--- config.mk ---
export PLATFORM = sky130hd
export DESIGN_NAME = row_act_throttle
export DESIGN_NICKNAME = d
export VERILOG_FILES = /design/src/rtl/row_act_pkg.sv /design/src/rtl/rat_entry.sv /design/src/rtl/rat_lru.sv /design/src/rtl/row_act_throttle.sv
export SDC_FILE = /design/constraint.sdc
export NUM_CORES = 1
export LEC_CHECK = 0
export BUFFER_PORTS_ARGS = -buffer_cell sky130_fd_sc_hd__buf_2
export CORE_ASPECT_RATIO = 1.1
export CORE_MARGIN = 2
export CORE_UTILIZATION = 30
export CTS_BUF_LIST = sky130_fd_sc_hd__clkbuf_4 sky130_fd_sc_hd__clkbuf_8
export CTS_CLUSTER_SIZE = 24
export DETAILED_ROUTE_END_ITERATION = 8
export SETUP_SLACK_MARGIN = 0.15
export SYNTH_ARGS = -nofsm -noshare
export SYNTH_HDL_FRONTEND = slang
export SYNTH_SLANG_ARGS = --single-unit
--- constraint.sdc ---
create_clock -name clk_i -period 4.5 [get_ports clk_i]
set_input_delay 0.675 -clock clk_i [delete_from_list [all_inputs] [get_ports clk_i]]
set_output_delay 0.675 -clock clk_i [all_outputs]
set_load 0.02 [all_outputs]
--- src/rtl/row_act_pkg.sv ---
package row_act_pkg;
  typedef enum logic [1:0] {
    LK_MISS    = 2'd0,
    LK_OPEN    = 2'd1,
    LK_SPACING = 2'd2,
    LK_CAPPED  = 2'd3
  } lookup_e;
endpackage

--- src/rtl/rat_entry.sv ---
module rat_entry #(
  parameter int TAG_W   = 19,
  parameter int MIN_GAP = 100,
  parameter int MAX_ACT = 131072
) (
  input  logic             clk_i,
  input  logic             rst_ni,
  input  logic [TAG_W-1:0] tag_i,
  input  logic             alloc_i,
  input  logic             touch_i,
  input  logic             clear_i,
  output logic             valid_o,
  output logic             hit_o,
  output logic             gap_ok_o,
  output logic             cap_ok_o
);
  localparam int AGE_W = $clog2(MIN_GAP + 1);
  localparam int CNT_W = $clog2(MAX_ACT + 1);

  logic             valid_q;
  logic [TAG_W-1:0] tag_q;
  logic [AGE_W-1:0] age_q;  // cycles since last grant, saturating at MIN_GAP
  logic [CNT_W-1:0] cnt_q;

  assign valid_o  = valid_q;
  assign hit_o    = valid_q && (tag_q == tag_i);
  assign gap_ok_o = age_q >= AGE_W'(MIN_GAP);
  assign cap_ok_o = cnt_q < CNT_W'(MAX_ACT);

  always_ff @(posedge clk_i or negedge rst_ni) begin
    if (!rst_ni) begin
      valid_q <= 1'b0;
      tag_q   <= '0;
      age_q   <= AGE_W'(MIN_GAP);
      cnt_q   <= '0;
    end else if (alloc_i) begin
      valid_q <= 1'b1;
      tag_q   <= tag_i;
      age_q   <= AGE_W'(1);
      cnt_q   <= CNT_W'(1);
    end else if (touch_i) begin
      age_q <= AGE_W'(1);
      cnt_q <= clear_i ? CNT_W'(1) : cnt_q + 1'b1;
    end else begin
      if (age_q < AGE_W'(MIN_GAP)) age_q <= age_q + 1'b1;
      if (clear_i) cnt_q <= '0;
    end
  end

  assert_touch_spacing_R2: assert property (@(posedge clk_i) disable iff (!rst_ni)
    touch_i |-> gap_ok_o);
  assert_touch_cap_R3: assert property (@(posedge clk_i) disable iff (!rst_ni)
    touch_i |-> cap_ok_o);
  assert_cnt_bound_R3: assert property (@(posedge clk_i) disable iff (!rst_ni)
    cnt_q <= CNT_W'(MAX_ACT));
  assert_window_clear_R4: assert property (@(posedge clk_i) disable iff (!rst_ni)
    (clear_i && !alloc_i && !touch_i) |=> (cnt_q == '0));
endmodule

--- src/rtl/rat_lru.sv ---
module rat_lru #(
  parameter int N = 4,
  localparam int IDX_W = (N > 1) ? $clog2(N) : 1
) (
  input  logic             clk_i,
  input  logic             rst_ni,
  input  logic             touch_i,
  input  logic [IDX_W-1:0] touch_idx_i,
  input  logic [N-1:0]     valid_i,
  output logic [IDX_W-1:0] victim_o
);
  // rank 0 = most recent grant, N-1 = oldest
  logic [IDX_W-1:0] rank_q [N];
  logic [N-1:0]     is_old;

  always_ff @(posedge clk_i or negedge rst_ni) begin
    if (!rst_ni) begin
      for (int i = 0; i < N; i++) rank_q[i] <= IDX_W'(i);
    end else if (touch_i) begin
      for (int i = 0; i < N; i++) begin
        if (IDX_W'(i) == touch_idx_i)               rank_q[i] <= '0;
        else if (rank_q[i] < rank_q[touch_idx_i])   rank_q[i] <= rank_q[i] + 1'b1;
      end
    end
  end

  for (genvar g = 0; g < N; g++) begin : g_old
    assign is_old[g] = (rank_q[g] == IDX_W'(N - 1));
  end

  always_comb begin
    logic found;
    found    = 1'b0;
    victim_o = '0;
    for (int i = 0; i < N; i++) begin
      if (!valid_i[i] && !found) begin
        victim_o = IDX_W'(i);
        found    = 1'b1;
      end
    end
    if (!found) begin
      for (int i = 0; i < N; i++) if (is_old[i]) victim_o = IDX_W'(i);
    end
  end

  assert_single_oldest_R6: assert property (@(posedge clk_i) disable iff (!rst_ni)
    $countones(is_old) == 1);
endmodule

--- src/rtl/row_act_throttle.sv ---
module row_act_throttle
  import row_act_pkg::*;
#(
  parameter int ENTRIES = 4,
  parameter int BANK_W  = 3,
  parameter int ROW_W   = 16,
  parameter int MIN_GAP = 100,
  parameter int MAX_ACT = 131072,
  parameter int VIOL_W  = 16
) (
  input  logic              clk_i,
  input  logic              rst_ni,
  input  logic              act_valid_i,
  input  logic [BANK_W-1:0] act_bank_i,
  input  logic [ROW_W-1:0]  act_row_i,
  input  logic              window_tick_i,
  output logic              act_ready_o,
  output logic [VIOL_W-1:0] viol_count_o
);
  localparam int TAG_W = BANK_W + ROW_W;
  localparam int IDX_W = (ENTRIES > 1) ? $clog2(ENTRIES) : 1;

  logic [TAG_W-1:0]   tag;
  logic [ENTRIES-1:0] valid_vec, hit_vec, gap_vec, cap_vec, alloc_vec, touch_vec;
  logic [IDX_W-1:0]   hit_idx, victim;
  logic               hit, grant;
  lookup_e            lookup;
  logic [VIOL_W-1:0]  viol_q;

  assign tag = {act_bank_i, act_row_i};

  for (genvar g = 0; g < ENTRIES; g++) begin : g_ent
    rat_entry #(
      .TAG_W  (TAG_W),
      .MIN_GAP(MIN_GAP),
      .MAX_ACT(MAX_ACT)
    ) u_ent (
      .clk_i   (clk_i),
      .rst_ni  (rst_ni),
      .tag_i   (tag),
      .alloc_i (alloc_vec[g]),
      .touch_i (touch_vec[g]),
      .clear_i (window_tick_i),
      .valid_o (valid_vec[g]),
      .hit_o   (hit_vec[g]),
      .gap_ok_o(gap_vec[g]),
      .cap_ok_o(cap_vec[g])
    );
    assign alloc_vec[g] = grant && !hit && (victim == IDX_W'(g));
    assign touch_vec[g] = grant && hit_vec[g];
  end

  always_comb begin
    hit_idx = '0;
    for (int i = 0; i < ENTRIES; i++) if (hit_vec[i]) hit_idx = IDX_W'(i);
  end
  assign hit = |hit_vec;

  always_comb begin
    if (!hit)                  lookup = LK_MISS;
    else if (!gap_vec[hit_idx]) lookup = LK_SPACING;
    else if (!cap_vec[hit_idx]) lookup = LK_CAPPED;
    else                       lookup = LK_OPEN;
  end

  assign act_ready_o = (lookup == LK_MISS) || (lookup == LK_OPEN);
  assign grant       = act_valid_i && act_ready_o;

  rat_lru #(.N(ENTRIES)) u_lru (
    .clk_i      (clk_i),
    .rst_ni     (rst_ni),
    .touch_i    (grant),
    .touch_idx_i(hit ? hit_idx : victim),
    .valid_i    (valid_vec),
    .victim_o   (victim)
  );

  always_ff @(posedge clk_i or negedge rst_ni) begin
    if (!rst_ni)                                          viol_q <= '0;
    else if (act_valid_i && !act_ready_o && !(&viol_q))  viol_q <= viol_q + 1'b1;
  end
  assign viol_count_o = viol_q;

  assert_single_hit_R5: assert property (@(posedge clk_i) disable iff (!rst_ni)
    $onehot0(hit_vec));
  assert_viol_step_R7: assert property (@(posedge clk_i) disable iff (!rst_ni)
    (act_valid_i && !act_ready_o && !(&viol_count_o)) |=> viol_count_o == $past(viol_count_o) + 1'b1);
  assert_viol_hold_R7: assert property (@(posedge clk_i) disable iff (!rst_ni)
    !(act_valid_i && !act_ready_o) |=> $stable(viol_count_o));
  assert_idle_keeps_table_R8: assert property (@(posedge clk_i) disable iff (!rst_ni)
    !act_valid_i |=> $stable(valid_vec));
endmodule

Yosys cells after proc, flatten, opt, wreduce, memory -nomap -nowiden --
Index checks and enable logic that the tools add are counted.
Word-level totals: register bits after elaboration 204, output and inout port bits 17
Operators by class: add/subtract/negate cells 13, order comparisons 18, bitwise gates (word level) 1, equality and inequality tests 15, reduce and logical (&&, ||, !) cells 49, muxes and demuxes 59
Operators by type and width (count):
- 18-bit two-way mux | 13
- 7-bit two-way mux | 12
- 19-bit equality test | 4
- 18-bit by 1-bit adder with 18-bit output (second input constant) | 4
- 18-bit less-than comparator (second input constant) | 4
- 2-bit two-way mux | 23
- 7-bit by 1-bit adder with 7-bit output (second input constant) | 4
- 7-bit greater-or-equal comparator (second input constant) | 4
- 7-bit less-than comparator (second input constant) | 4
- 3-bit nonzero test | 8
- 1-bit logical AND | 19
- 16-bit by 1-bit adder with 16-bit output (second input constant) | 1
- 16-bit AND reduction | 1
- 2-bit equality test (second input constant) | 6
- 2-bit by 1-bit adder with 2-bit output (second input constant) | 4
- 1-bit zero test | 8
- 2-bit less-than comparator | 4
- 1-bit two-way mux | 8
- 2-bit AND reduction | 4
- 2-bit nonzero test | 4
- 2-bit zero test | 3
- 1-bit binary-select mux with 2-bit select | 2
- 2-bit binary-select mux with 2-bit select | 1
- 2-bit by 1-bit equality test with 1-bit output (second input constant) | 2
- 7 further kinds | 8

Longest topological paths before layout --
depth after elaboration 22, gate-level depth with buffers 17

Cells and area by module --
From an unflattened synthesis, not the netlist that was laid out.
Second synthesis, totals: cells, all modules 1018, area, all modules 10716.5 µm²
By module, submodules not included:
- rat_entry | sequential area each 1129.8 µm², times used 4, area an instance 2238.4 µm², cells an instance 208
- row_act_throttle | sequential area each 400.4 µm², times used 1, area an instance 947.2 µm², cells an instance 95
- rat_lru | sequential area each 205.2 µm², times used 1, area an instance 815.8 µm², cells an instance 91

Least setup slack after synthesis --
OpenSTA, ideal clock, no wires.
path type in2reg, start point input port act_row_i[3], end point register u_lru.rank_q[1] (netlist bit), data arrival time 3.758 ns, path slack 0.663 ns, cell stages on the path 15, cell sequence buf_2 xnor2_1 nand4_1 nor3_2 a22oi_1 a211oi_1 clkbuf_1 mux2_2 o21ai_0 ha_1 nor2_1 nor3_1 o21a_1 o31a_1 a31o_1
Between the ends: word-level cells in the longest chain between the ends 14, elaborated cells between the ends (all ways) 33, those cells by class order compare: 1; eq/ne: 6; mux: 15; bitwise: 1; reduce/logical: 10
Ends and longest elaborated chain:
- start, declared | line row_act_throttle.sv:15 | input logic [ROW_W-1:0] act_row_i,
- 19-bit equality test | line rat_entry.sv:26 | assign hit_o = valid_q && (tag_q == tag_i);
- 1-bit logical AND | line rat_entry.sv:26
- 1-bit two-way mux | line row_act_throttle.sv:55 | for (int i = 0; i < ENTRIES; i++) if (hit_vec[i]) hit_idx = IDX_W'(i);
- 2-bit two-way mux (2 in series) | line row_act_throttle.sv:55
- 1-bit binary-select mux with 2-bit select | line row_act_throttle.sv:62 | else if (!cap_vec[hit_idx]) lookup = LK_CAPPED;
- 1-bit two-way mux (implied by the code) | line row_act_throttle.sv:62
- 2-bit two-way mux | line row_act_throttle.sv:62
- 2-bit two-way mux | line row_act_throttle.sv:61 | else if (!gap_vec[hit_idx]) lookup = LK_SPACING;
- 2-bit two-way mux | line row_act_throttle.sv:60 | if (!hit) lookup = LK_MISS;
- 2-bit by 1-bit equality test with 1-bit output / 2-bit zero test (equally long branches) | line row_act_throttle.sv:66 | assign act_ready_o = (lookup == LK_MISS) || (lookup == LK_OPEN);
- 1-bit logical OR | line row_act_throttle.sv:66
- 1-bit logical AND | line row_act_throttle.sv:67 | assign grant = act_valid_i && act_ready_o;
- 2-bit AND reduction (no line)
- end signal, assigned by index | line rat_lru.sv:21 | if (IDX_W'(i) == touch_idx_i) rank_q[i] <= '0;
- end, declared | line rat_lru.sv:13 | logic [IDX_W-1:0] rank_q [N];
Several ways; a longest one is shown, not always the timed one. The select of a mux whose other input is x is not followed. A chain may end at the register's enable or synchronous reset.

Worst setup path in the final report --
start point register g_ent[0].u_ent.tag_q[10], end point register u_lru.rank_q[1] (netlist bit)
Between the ends: word-level cells in the longest chain between the ends 11, elaborated cells between the ends (all ways) 18, those cells by class order compare: 1; eq/ne: 3; mux: 6; bitwise: 1; reduce/logical: 7
Ends and longest elaborated chain:
- start, declared | line rat_entry.sv:21 | logic [TAG_W-1:0] tag_q;
- start signal, assigned | line rat_entry.sv:38 | tag_q <= tag_i;
- 19-bit equality test * | line rat_entry.sv:26
- 1-bit logical AND * | line rat_entry.sv:26
- 4-bit OR reduction * | line row_act_throttle.sv:57 | assign hit = |hit_vec;
- 2-bit two-way mux | line row_act_throttle.sv:73 | .touch_idx_i(hit ? hit_idx : victim),
- 2-bit NOT with 3-bit output (implied by the code) | line rat_lru.sv:22 | else if (rank_q[i] < rank_q[touch_idx_i]) rank_q[i] <= rank_q[i] + 1'b1;
- 2-bit binary-select mux with 2-bit select | line rat_lru.sv:22
- 2-bit two-way mux (implied by the code) (2 in series) | line rat_lru.sv:22
- 2-bit less-than comparator | line rat_lru.sv:22
- 2-bit nonzero test (no line)
- 2-bit AND reduction (no line)
Mark *: on every way between the ends. The rest lies on a longest branch, timed or not. The select of a mux whose other input is x is not followed.

==> out/qor.csv <==
metric;value;unit
Adder-Cell Fraction of Synth Area;0.0241;
htree depth;2;
Worst Setup SP;g_ent[0].u_ent.tag_q[10];
Root Driver;clkbuf_8;
logic depth of the worst setup path including buffers;13;
status;completed;
hold_ws;0.193;ns
Post-synth EDFFs;0;
most numerous cell in the Yosys netlist;dfrtp_1;
clock sink count;204;
clk slew on worst S/H paths;0.06;ns
WP data arrival;4.15;ns
compound-gate portion of the synthesized area;0.0591;
largest family of logic cells by synthesized area;simple AND/OR/NAND/NOR gates;
Sequential Power Share;0.386;
layout cells sized above 1;0.195;
total CTS buffers;35;
clock skew;0.0337;ns
Final Cycle Share;0.821;
slowest stage cell, crit path;o21ai_0;
Worst Path Max Fanout;4;
die area;37800;sq um
Worst R2R Start;g_ent[0].u_ent.tag_q[10];
xor/xnor share of the synthesized area;0.138;
post-synthesis mux area share;0.0695;
Max Root-Sink Buffers;3;
DR vias;7659;
DIE HEIGHT;204;um
sequential share of the synthesized area;0.471;
Clock power frac;0.264;
Mean Syn Cell Area;10.1;sq um
CTS resizes;0;
Min-Delay Path Class;in2async;
Syn Inst Count;1077;
synthesized area;10900;sq um
syn_nets;1121;
Unique masters post-synth;65;
Internal;4.72;mW
row count;73;
Max rail drop VDD;0.319;mV
vias in the first global route;7958;
Ant. Diodes;0;
largest cells by area after synthesis;dfrtp_1 43%, xnor2_1 8.0%, mux2_2 6.2%;
reg2reg end;u_lru.rank_q[1];
TNS Setup;0;ns
WL/cell;14.5;um
first-pass GRT wire length;41000;um
Slowest Stage Delay on Critical Path;0.44;ns
Cell Pwr Density;589;nW/um^2
Die W;186;um
# fillers;3662;
CTS tree;done;
largest net degree at the start of global routing;99;
Crit path required time;4.95;ns
post-CTS setup buffers;0;
Main synth FF type;dfrtp_1;
endpoint type of the worst setup path;register;
Initial Utilization;0.302;
Overall Global Routing Usage;0.133;
Final Max Slew Viols;0;
Initial DRT Pass Iterations;7;
Reg2Reg Depth;13;
RSZ-0062 raised after global routing;false;
top cell type by total area after synthesis;dfrtp_1;
final worst slack;0.804;ns
post-synth top area share;0.432;
hold buffers post-CTS;0;
initial antenna violation count;0;
CP Launch Type;register;
# DRC;0;
fmax;271;MHz
Worst R2R Setup Slack;0.80;ns
synthesis-to-finish area growth;13.5;%
DR vias/cell;4.71;
grt ovf;0;
Synth Register Bits;204;
CP bufs+invs;0;
Crit Path Class;reg2reg;
Ys Warns;0;
Core ar.;36000;sq um
Net Sw Frac;0.351;
crit path to;u_lru.rank_q[1];
commonest cells in the netlist;188 x dfrtp_1, 132 x nor2_1, 121 x nand2_1, 99 x xnor2_1, 73 x xor2_1;
Logic pwr share;0.350;
CP cell instances;xnor2_1 > nand4_1 > nor3_2 > a22oi_1 > a211oi_1 > mux2_2 > o21ai_0 > ha_1 > nor2_1 > nor3_1 > o21a_1 > o31a_1 > a31o_1;
Final min period;3.70;ns
RePlAce Congestion;0.830;
dpl ws;0.360;ns
Final ANT Viol Nets;0;
maxcap violations;0;
port bufs;39;
Post-Route WL;23600;um
NumNets Final;1156;
num ports;40;
Pleak;5.29;nW
worst-margin pin slew;1.11;ns
Net Sw Power;2.55;mW
Post-synth ARST share;1.00;
Relative slew margins;0.260;
clk_lat worst skew;0.55;ns
Final Hold Fails;0;
Final HPWL DP;16200;um
post-synthesis simple-gate area fraction;0.205;
final setup fails;0;
DR iter-0 viols;405;
Largest delay share family, worst path;compound AO/OA/AOI/OAI gates;
metrics by stage:
step / total power [mW] / utilization / cells / cell area (sq um)
final: 7.27 / 0.343 / 1625 / 12300
after detailed placement: 5.38 / 0.321 / 1562 / 11500
after floorplan: 4.74 / - / 1077 / 10900
after global placement: 5.32 / 0.321 / 1562 / 11500
after CTS: 7.35 / 0.343 / 1625 / 12300
after global routing: 7.82 / 0.343 / 1625 / 12300
area by class of cell:
type	count	area [sq um]	share of cell area
clock inverters	7	116	0.00942
multi-input cells	797	5410	0.438
inverters	24	90.1	0.00729
well taps	487	609	0.0493
flip-flops and latches	204	5120	0.415
repair buffers	50	299	0.0242
clock buffers	56	696	0.0563
kinds of logic (layout without fill, tap and decap cells):
group	Yosys count	after routing
compound gates	83	83
xor+xnor	172	172
fa+ha+maj	21	21
buf+inv	76	137
flops	204	204
mux	68	68
simple gates	453	453
cells in the final DEF (no fill, tap or decap), types with 4 or more instances in the layout:
master    count
a211o_1       5
a21oi_1      22
a31oi_1       6
and2_1        8
and3_1       23
buf_2        38
buf_4        10
clkbuf_4     12
clkbuf_8     45
dfrtp_1     188
dfstp_2      16
ha_1         21
inv_1        24
mux2_2       60
mux2i_1       8
nand2_1     121
nand2b_1     10
nand3_1      34
nand4_1      44
nor2_1      132
nor2b_1       5
nor3_1       15
nor3_2        4
nor4_1       19
nor4_2        4
o211ai_1      7
o21ai_0       7
o311ai_2      4
or2_2        11
or3_1         5
xnor2_1      99
xor2_1       73
power groups by stage:
stage	combinational [mW]	clock (mW)	sequential, mW
floorplan	2.01	0	2.74
global placement	2.51	0	2.81
detailed placement	2.55	0	2.83
CTS	2.56	1.99	2.80
global route	2.86	2.07	2.88
finish	2.54	1.92	2.81
per-layer routing:
| metal | track usage | wire, um |
|---|---|---|
| met5 | 0 | 0 |
| met3 | 0.0245 | 854 |
| met2 | 0.219 | 11300 |
| met1 | 0.174 | 10800 |
| met4 | 0.0529 | 652 |
how the worst min path moves through the flow:
stage	slack (ns)	cells after the start	startpoint	endpoint
3_3_place_gp	0.47	1	viol_count_o[3]	viol_count_o[3]
5_1_grt	0.22	1	rst_ni	g_ent[2].u_ent.tag_q[15]
4_1_cts	0.22	1	rst_ni	g_ent[2].u_ent.tag_q[15]
2_1_floorplan	0.38	0	rst_ni	g_ent[0].u_ent.age_q[0]
6_report	0.19	1	rst_ni	g_ent[2].u_ent.tag_q[15]
3_5_place_dp	0.48	1	viol_count_o[3]	viol_count_o[3]
state kept, by name, summed over array words and instances (netlist names):
| register | cells |
|---|---|
| viol_count_o | 16 |
| u_lru.rank_q | 8 |
| g_ent.u_ent.age_q | 28 |
| g_ent.u_ent.cnt_q | 72 |
| g_ent.u_ent.valid_o | 4 |
| g_ent.u_ent.tag_q | 76 |
No activity file was read; power rests on OpenSTA's default activity.
